<file path="config.mk">
export PLATFORM = sky130hd
export DESIGN_NAME = sclk_serial_ctl
export DESIGN_NICKNAME = d
export VERILOG_FILES = /design/src/rtl/sclk_serial_pkg.sv /design/src/rtl/sclk_edge_sync.sv /design/src/rtl/hold_counter.sv /design/src/rtl/phase_timer.sv /design/src/rtl/sclk_serial_ctl.sv
export SDC_FILE = /design/constraint.sdc
export NUM_CORES = 1
export LEC_CHECK = 0
export BUFFER_PORTS_ARGS = -buffer_cell sky130_fd_sc_hd__buf_4
export CAP_MARGIN = 40
export CORE_AREA = 2 2 73 92
export CTS_BUF_LIST = sky130_fd_sc_hd__clkbuf_8
export DETAILED_ROUTE_END_ITERATION = 12
export DIE_AREA = 0 0 75 94
export MAX_ROUTING_LAYER = met4
export PLACE_DENSITY = 0.7
export SETUP_SLACK_MARGIN = 0.05
export SLEW_MARGIN = 20
export SYNTH_ARGS = -nofsm -noshare
export SYNTH_HDL_FRONTEND = slang
export SYNTH_SLANG_ARGS = --single-unit
</file>
<file path="constraint.sdc">
create_clock -name clk -period 6 [get_ports clk]
set_input_delay 0.3 -clock clk [delete_from_list [all_inputs] [get_ports clk]]
set_output_delay 0.3 -clock clk [all_outputs]
set_load 0.05 [all_outputs]
</file>
<file path="src/rtl/sclk_serial_pkg.sv">
package sclk_serial_pkg;

  typedef enum logic [2:0] {
    ST_IDLE   = 3'd0,
    ST_UPDATE = 3'd1,
    ST_DATA   = 3'd2,
    ST_CAL    = 3'd3,
    ST_STBY   = 3'd4
  } ctl_state_e;

  // calibration length picked by the speed select
  function automatic int unsigned cal_length(input logic fast,
                                             input int unsigned fast_len,
                                             input int unsigned slow_len);
    return fast ? fast_len : slow_len;
  endfunction

endpackage

</file>
<file path="src/rtl/sclk_edge_sync.sv">
module sclk_edge_sync #(
  parameter int STAGES = 2
) (
  input  logic clk,
  input  logic rst_n,
  input  logic async_in,
  output logic lvl,
  output logic rise,
  output logic fall
);
  logic [STAGES:0] chain;

  always_ff @(posedge clk or negedge rst_n) begin
    if (!rst_n) chain <= '0;
    else        chain <= {chain[STAGES-1:0], async_in};
  end

  assign lvl  = chain[STAGES-1];
  assign rise = chain[STAGES-1] & ~chain[STAGES];
  assign fall = ~chain[STAGES-1] & chain[STAGES];
endmodule

</file>
<file path="src/rtl/hold_counter.sv">
module hold_counter #(
  parameter int LIMIT = 16,
  localparam int W = $clog2(LIMIT + 1)
) (
  input  logic clk,
  input  logic rst_n,
  input  logic enable,
  output logic reached
);
  logic [W-1:0] cnt;

  always_ff @(posedge clk or negedge rst_n) begin
    if (!rst_n)              cnt <= '0;
    else if (!enable)        cnt <= '0;
    else if (cnt != W'(LIMIT)) cnt <= cnt + 1'b1;
  end

  assign reached = enable && (cnt == W'(LIMIT));
endmodule

</file>
<file path="src/rtl/phase_timer.sv">
module phase_timer #(
  parameter int W = 8
) (
  input  logic         clk,
  input  logic         rst_n,
  input  logic         load,
  input  logic [W-1:0] load_val,
  output logic         expire
);
  logic [W-1:0] left;

  always_ff @(posedge clk or negedge rst_n) begin
    if (!rst_n)          left <= '0;
    else if (load)       left <= load_val;
    else if (left != '0) left <= left - 1'b1;
  end

  assign expire = (left == W'(1));
endmodule

</file>
<file path="src/rtl/sclk_serial_ctl.sv">
module sclk_serial_ctl
  import sclk_serial_pkg::*;
#(
  parameter int DATA_W   = 20,
  parameter int UPD_CYC  = 480,
  parameter int CAL_FAST = 497_808,
  parameter int CAL_SLOW = 3_937_088,
  parameter int STBY_CYC = 98,
  parameter int SYNC_STG = 2
) (
  input  logic              clk,
  input  logic              pdwn_n,
  input  logic              sclk_in,
  input  logic              speed_fast,
  input  logic [DATA_W-1:0] res_word,
  input  logic              res_strobe,
  output logic              dout_rdy,
  output logic              cal_active,
  output logic              standby
);
  localparam int TRAIL     = 4;
  localparam int STBY_CAL  = DATA_W + TRAIL + 1;
  localparam int CAL_EDGE  = DATA_W + TRAIL + 2;
  localparam int CNT_W     = $clog2(CAL_EDGE + 2);
  localparam int CNT_MAX   = (1 << CNT_W) - 1;
  localparam int LONG_CAL  = (CAL_FAST > CAL_SLOW) ? CAL_FAST : CAL_SLOW;
  localparam int TMR_MAX   = (LONG_CAL > UPD_CYC) ? LONG_CAL : UPD_CYC;
  localparam int TMR_W     = $clog2(TMR_MAX + 1);

  // pin value while a result is presented, given edges seen so far
  function automatic logic pin_level(input logic [CNT_W-1:0] n,
                                     input logic [DATA_W-1:0] w);
    int k;
    k = int'(n);
    if (k == 0)      return 1'b0;
    if (k <= DATA_W) return w[DATA_W - k];
    return 1'b1;
  endfunction

  // named internal events, brought out for the checker
  logic sclk_lvl, sclk_rise, sclk_fall;
  logic hold_done, tmr_expire;

  ctl_state_e        state, nxt_state;
  logic [CNT_W-1:0]  edge_cnt;
  logic [DATA_W-1:0] word_q;
  logic              cal_on_wake;

  logic             tmr_load;
  logic [TMR_W-1:0] tmr_val;
  logic             take_word, cnt_clr, cnt_inc, set_wake_cal;

  sclk_edge_sync #(.STAGES(SYNC_STG)) u_sync (
    .clk      (clk),
    .rst_n    (pdwn_n),
    .async_in (sclk_in),
    .lvl      (sclk_lvl),
    .rise     (sclk_rise),
    .fall     (sclk_fall)
  );

  hold_counter #(.LIMIT(STBY_CYC)) u_hold (
    .clk     (clk),
    .rst_n   (pdwn_n),
    .enable  (sclk_lvl && (state == ST_DATA)),
    .reached (hold_done)
  );

  phase_timer #(.W(TMR_W)) u_tmr (
    .clk      (clk),
    .rst_n    (pdwn_n),
    .load     (tmr_load),
    .load_val (tmr_val),
    .expire   (tmr_expire)
  );

  always_comb begin
    nxt_state    = state;
    tmr_load     = 1'b0;
    tmr_val      = TMR_W'(UPD_CYC);
    take_word    = 1'b0;
    cnt_clr      = 1'b0;
    cnt_inc      = 1'b0;
    set_wake_cal = 1'b0;
    case (state)
      ST_IDLE: begin
        if (res_strobe) begin
          nxt_state = ST_UPDATE;
          tmr_load  = 1'b1;
          take_word = 1'b1;
        end
      end
      ST_UPDATE: begin
        if (res_strobe) begin
          tmr_load  = 1'b1;
          take_word = 1'b1;
        end else if (tmr_expire) begin
          nxt_state = ST_DATA;
          cnt_clr   = 1'b1;
        end
      end
      ST_DATA: begin
        if (res_strobe) begin
          nxt_state = ST_UPDATE;
          tmr_load  = 1'b1;
          take_word = 1'b1;
        end else if (hold_done) begin
          nxt_state    = ST_STBY;
          set_wake_cal = (edge_cnt == CNT_W'(STBY_CAL));
        end else if (sclk_fall && (edge_cnt == CNT_W'(CAL_EDGE))) begin
          nxt_state = ST_CAL;
          tmr_load  = 1'b1;
          tmr_val   = TMR_W'(cal_length(speed_fast, CAL_FAST, CAL_SLOW));
        end else if (sclk_rise && (edge_cnt != CNT_W'(CNT_MAX))) begin
          cnt_inc = 1'b1;
        end
      end
      ST_CAL: begin
        if (tmr_expire) nxt_state = ST_IDLE;
      end
      ST_STBY: begin
        if (!sclk_lvl) begin
          if (cal_on_wake) begin
            nxt_state = ST_CAL;
            tmr_load  = 1'b1;
            tmr_val   = TMR_W'(cal_length(speed_fast, CAL_FAST, CAL_SLOW));
          end else begin
            nxt_state = ST_IDLE;
          end
        end
      end
      default: nxt_state = ST_IDLE;
    endcase
  end

  always_ff @(posedge clk or negedge pdwn_n) begin
    if (!pdwn_n) begin
      state       <= ST_IDLE;
      edge_cnt    <= '0;
      word_q      <= '0;
      cal_on_wake <= 1'b0;
    end else begin
      state <= nxt_state;
      if (take_word) word_q <= res_word;
      if (cnt_clr)      edge_cnt <= '0;
      else if (cnt_inc) edge_cnt <= edge_cnt + 1'b1;
      if (nxt_state == ST_STBY && state == ST_DATA) cal_on_wake <= set_wake_cal;
    end
  end

  assign dout_rdy   = (state == ST_DATA) ? pin_level(edge_cnt, word_q) : 1'b1;
  assign cal_active = (state == ST_CAL);
  assign standby    = (state == ST_STBY);
endmodule

</file>
-- Word-level counts from Yosys, hierarchy flattened
Index checks and enable logic that the tools add are counted.
- bits in registers: 61
- input port bits: 25
- output and inout bits: 3
- logic and storage cells: 94
- $add $sub $neg: 4
- magnitude comparators: 2
- equality and inequality tests: 12
- mux-type cells: 53
- bitwise gates (word level): 4
- reduce and logical (&&, ||, !) cells: 12
- operator list (operator ; number):
    two-way mux 22 bit ; 8
    case mux 22 bit (2 select lines) ; 1
    two-way mux 1 bit ; 28
    two-way mux 3 bit ; 8
    equality test 22 x 1 -> 1 bit (second input constant) ; 1
    nonzero test 22 bit ; 1
    subtractor 22 x 1 -> 22 bit (second input constant) ; 1
    case mux 3 bit (5 select lines) ; 1
    two-way mux 7 bit ; 2
    equality test 5 bit (second input constant) ; 2
    two-way mux 5 bit ; 2
    adder 7 x 1 -> 7 bit (second input constant) ; 1
    equality test 7 bit (second input constant) ; 1
    less-than comparator 6 x 7 -> 1 bit (second input constant) ; 1
    != test 7 bit (second input constant) ; 1
    equality test 3 x 2 -> 1 bit (second input constant) ; 2
    equality test 3 bit (second input constant) ; 2
    subtractor 5 x 5 -> 6 bit (first input constant) ; 1
    adder 5 x 1 -> 5 bit (second input constant) ; 1
    binary-select mux 1 bit (select 5 bit) ; 1
    <= comparator 5 bit (second input constant) ; 1
    logical AND 1 bit ; 5
    logical NOT 5 bit ; 1
    != test 5 bit (second input constant) ; 1
    other kinds (10) ; 13

-- Logic depth before layout (Yosys ltp)
- word-level depth: 10
- mapped depth: 9
- gate-level depth less buffers: 7

-- By module
Synthesis repeated with hierarchy kept, for this count alone.
- cells, all modules: 324
- area total of the unflattened synthesis: 3400.8 um2
- by module, submodules not included (module ; times used ; cells each ; area an instance (um2) ; sequential area each (um2)):
    sclk_serial_ctl ; 1 ; 137 ; 1614.0 ; 725.7
    phase_timer ; 1 ; 143 ; 1315.0 ; 550.5
    hold_counter ; 1 ; 39 ; 381.6 ; 175.2
    sclk_edge_sync ; 1 ; 5 ; 90.1 ; 75.1

-- Least setup slack after synthesis
No wires, ideal clock.
- path kind: register to output
- start point: register edge_cnt[0]
- end point: output dout_rdy
- data arrival time: 2.738 ns
- data required time: 5.700 ns
- path slack: 2.962 ns
- stages on the path, launching flop included: 8
- cells stage by stage: dfrtp_1 > clkbuf_1 > inv_1 > ha_1 > mux4_2 > mux4_2 > o32ai_1 > nand3_1
- word-level cells in the longest chain between the ends: 8
- ends and longest elaborated chain (element ; RTL line ; text):
    start, declared ; sclk_serial_ctl.sv:45 ; logic [CNT_W-1:0] edge_cnt;
    start signal, assigned ; sclk_serial_ctl.sv:146 ; else if (cnt_inc) edge_cnt <= edge_cnt + 1'b1;
    subtractor 5 x 5 -> 6 bit ; sclk_serial_ctl.sv:36 ; if (k <= DATA_W) return w[DATA_W - k];
    binary-select mux 1 bit (select 5 bit) ; sclk_serial_ctl.sv:36 ;
    two-way mux 1 bit (not written as such) (2 in a row) ; sclk_serial_ctl.sv:36 ;
    two-way mux 1 bit ; sclk_serial_ctl.sv:36 ;
    two-way mux 1 bit ; sclk_serial_ctl.sv:37 ; return 1'b1;
    two-way mux 1 bit (*) ; sclk_serial_ctl.sv:36 ;
    two-way mux 1 bit (*) ; sclk_serial_ctl.sv:151 ; assign dout_rdy = (state == ST_DATA) ? pin_level(edge_cnt, word_q) : 1'b1;
    end, declared ; sclk_serial_ctl.sv:17 ; output logic dout_rdy,
Every way passes the cells marked *; elsewhere a longest branch is shown, timed or not. The select of a mux whose other input is x is not followed.

-- Worst setup path after layout
Ends and elaborated chain as after synthesis.

==> metrics.log <==
INFO  metric run_status = finished, final reports clean
INFO  metric asyncSetResetFlopFracSynth = 100%
INFO  metric yosys_register_bits = 61
INFO  metric worst_slew_margin_rel = 46.6%
INFO  metric cp_slowest_cell = dfrtp_1
INFO  metric core.rowCount = 32
INFO  metric post_layout_total_power = 0.913 mW
INFO  metric ys_types = 46
INFO  metric initial_utilization = 53.6%
INFO  metric final_cell_area = 3800 um^2
INFO  metric grtUsageTotal = a little over a fifth
INFO  metric vertical_die_dimension = 94 um
INFO  metric timing.clock.skew = 0.00845 ns
INFO  metric drive_above_1_share = 23.3%
INFO  metric tritoncts_clock_tree = yes
INFO  metric worst_r2r_path_depth = 5
INFO  metric ys.warnings.count = 0
INFO  metric die-area = 7050 um^2
INFO  metric nFillCells = 530
INFO  metric timing.critical_path.from_type = register
INFO  metric antenna_violating_nets_post_route = 0
INFO  metric drv_slew = 0
INFO  metric drv.max_cap_violation_count = 0
INFO  metric violation_count_after_the_first_detailed_routing_iteration = 169
INFO  metric synthesized_area_divided_by_synthesized_cell_count = 10.7 um^2
INFO  metric ctsLongestPathBuffers = 2
INFO  metric netlist_top_cells_area = dfrtp_1 46%, mux2_2 7.2%, xor2_1 4.3%
INFO  metric synth_flop_cell = dfrtp_1
INFO  metric grt_setup_unrepaired = no
INFO  metric cellLeakagePower = 1.63 nW
INFO  metric dpl.cell_count = 407
INFO  metric via_count = 2,398
INFO  metric drt-pass1-iter-count = 4
INFO  metric irDropWorstVdd = 0.000196 V
INFO  metric timing.critical_path.slowest_cell_delay = 0.63 ns
INFO  metric drt-wirelength-per-cell = 15.8 um
INFO  metric die_width = 75 um
INFO  metric cts.reportedPaths.clkPinSlew = 0.07 ns
INFO  metric final_core_util = 62.1%
INFO  metric most_common_cell_after_layout_fill_and_taps_aside = dfrtp_1
INFO  metric holdPathStages = 1
INFO  metric critical_path_required = 5.70 ns
INFO  metric grt_max_degree = 62
INFO  metric power.density = 240 nW/um^2
INFO  metric timing.critical_path.fanout_max = 11
INFO  metric grt_antenna_before_repair = 0
INFO  metric worst_hold_path_type = primary input to register
INFO  metric cts_root_buf = clkbuf_8
INFO  metric finalWorstPathRequiredPeriod = 3.31 ns
INFO  metric highest_clock_frequency_the_design_can_meet = 0.302 GHz
INFO  metric grt_first_pass_wirelength = around 11 mm
INFO  metric syn_to_final_growth = 15.7%
INFO  metric num-nets-final = between 300 and 400
INFO  metric globalplace.congestion = between 0.9 and 1
INFO  metric layout.cells.most_common_list = 61 x dfrtp_1, 34 x nor2_1, 28 x buf_4, 21 x mux2_2, 16 x xor2_1
INFO  metric num_io_pins = 28
INFO  metric cts_h_tree_lvls = 3
INFO  metric timing.final.hold_violations = 0
INFO  metric tightestPinTransition = between 0.7 and 0.8 ns
INFO  metric synth.top_cell.area_share = approximately 46%
INFO  metric finalSetupViolations = 0
INFO  metric synth_top_area_cell = dfrtp_1
INFO  metric via_count_of_the_first_global_routing_pass = 2,373
INFO  metric clkLatencyLatePin = 0.34 ns
INFO  metric worstPathCellList = inv_1 > ha_1 > mux4_2 > mux4_2 > o32ai_1 > nand3_1 > buf_4
INFO  metric coreArea = 6130 um^2
INFO  metric clock_sink_count = 61
INFO  metric synth_nets = about 340
INFO  metric synth_edf_count = 0
INFO  metric hpwlAfterDp = around 4.6 mm
INFO  metric endpoint_kind = output port
INFO  metric final.period_utilization = 55.2%
INFO  metric final_cell_count_no_fill = 424
INFO  metric routed_wirelength = 6.69 mm
INFO  metric via_per_inst = 5.66
INFO  metric critPathMostFrequentCell = mux4_2
INFO  metric postCtsSetupBuffers = 0
INFO  metric synthCells = 307
INFO  metric post_place_instance_area = 3570 um^2
INFO  metric setup.worst_path.class = register to output port
INFO  metric synth.cell_area = 3290 um^2
INFO  metric yosysSeqAreaShare = 46.5%
INFO  metric cts_inserted_buffers = 9
INFO  metric n_antenna_cell = 0
INFO  metric grt.overflow.total = 0
INFO  metric arrival = 3.01 ns
INFO  metric route.detailed.drc = 0
INFO  metric setup_total_negative_slack = 0 ns
INFO  metric io_buffers = 27
## final cells by class
| type | instances | area, um^2 | share of cell area [%] |
|---|---|---|---|
| Clock buffer | 11 | 151 | 3.98 |
| Clock inverter | 4 | 47.5 | 1.25 |
| Inverter | 8 | 30.0 | 0.790 |
| Multi-Input combinational cell | 224 | 1680 | 44.2 |
| Sequential cell | 61 | 1530 | 40.1 |
| Tap cell | 85 | 106 | 2.80 |
| Timing Repair Buffer | 31 | 259 | 6.81 |
## report_power, final
group,internal (mW),leakage (nW),switching (mW)
Sequential,0.434,0.768,0.0206
Combinational,0.0474,0.765,0.0411
Clock,0.211,0.101,0.159
Total,0.692,1.63,0.220
## routing by layer
layer	part of all wire [%]	routed length, um	track usage, %
met5	0	0	-
met4	1.2	82	7.44
met3	3.3	222	4.61
met2	53	3510	34.5
met1	43	2870	26.3
## what timing repair did
item,CTS,global route
endpoints found under the hold margin,0,3
hold buffers,0,1
resized for setup,0,0
## metrics by stage
step	worst slack, ns	hold slack [ns]
3_5_place_dp	3.01	0.349
5_1_grt	2.42	0.0531
4_1_cts	2.62	0.0523
2_1_floorplan	2.96	0.00441
6_report	2.69	0.0711
3_3_place_gp	3.11	0.333
## registers in the layout, indices dropped and copies added, names as in the netlist
name,cells
cal_on_wake,1
u_hold.cnt,7
edge_cnt,5
word_q,20
state,3
u_sync.chain,3
u_tmr.left,22
## cells in the mapped netlist, drive strengths merged, types with 6 or more instances
cell,instances
mux2,21
nor2,34
xnor2,9
a21oi,12
inv,8
o21ai,11
xor2,16
nand3,10
mux4,6
nand2,15
or3,6
clkbuf,13
ha,10
dfrtp,61
nor3,6
## critical path: cells and delay by family, from the launching register on
kind,cells,cell delay (ns)
buf+inv,2,0.39
flops,1,0.63
fa+ha+maj,1,0.44
simple gates,1,0.13
compound gates,1,0.28
mux,2,0.83
## final timing paths
| kind | startpoint | endpoint | slack (ns) |
|---|---|---|---|
| setup / recovery | edge_cnt[0] | dout_rdy | 2.69 |
| hold / removal | sclk_in | u_sync.chain[0] | 0.07 |
| setup reg to reg | u_tmr.left[8] | edge_cnt[4] | 3.24 |
| hold reg to reg | u_sync.chain[0] | u_sync.chain[1] | 0.36 |
| max in group asynchronous | pdwn_n | edge_cnt[4] | 5.20 |
| min in group asynchronous | pdwn_n | u_tmr.left[2] | 0.31 |
## cell families after synthesis
family,synth area share (%)
AO/OA/AOI/OAI,8.38
XOR/XNOR,6.66
adder cells (fa/ha/maj),3.81
buffers and inverters,2.74
flip-flops,46.5
multiplexers,12.2
AND/OR/NAND/NOR,19.7
Note: power is estimated with default switching activity, not from simulation.
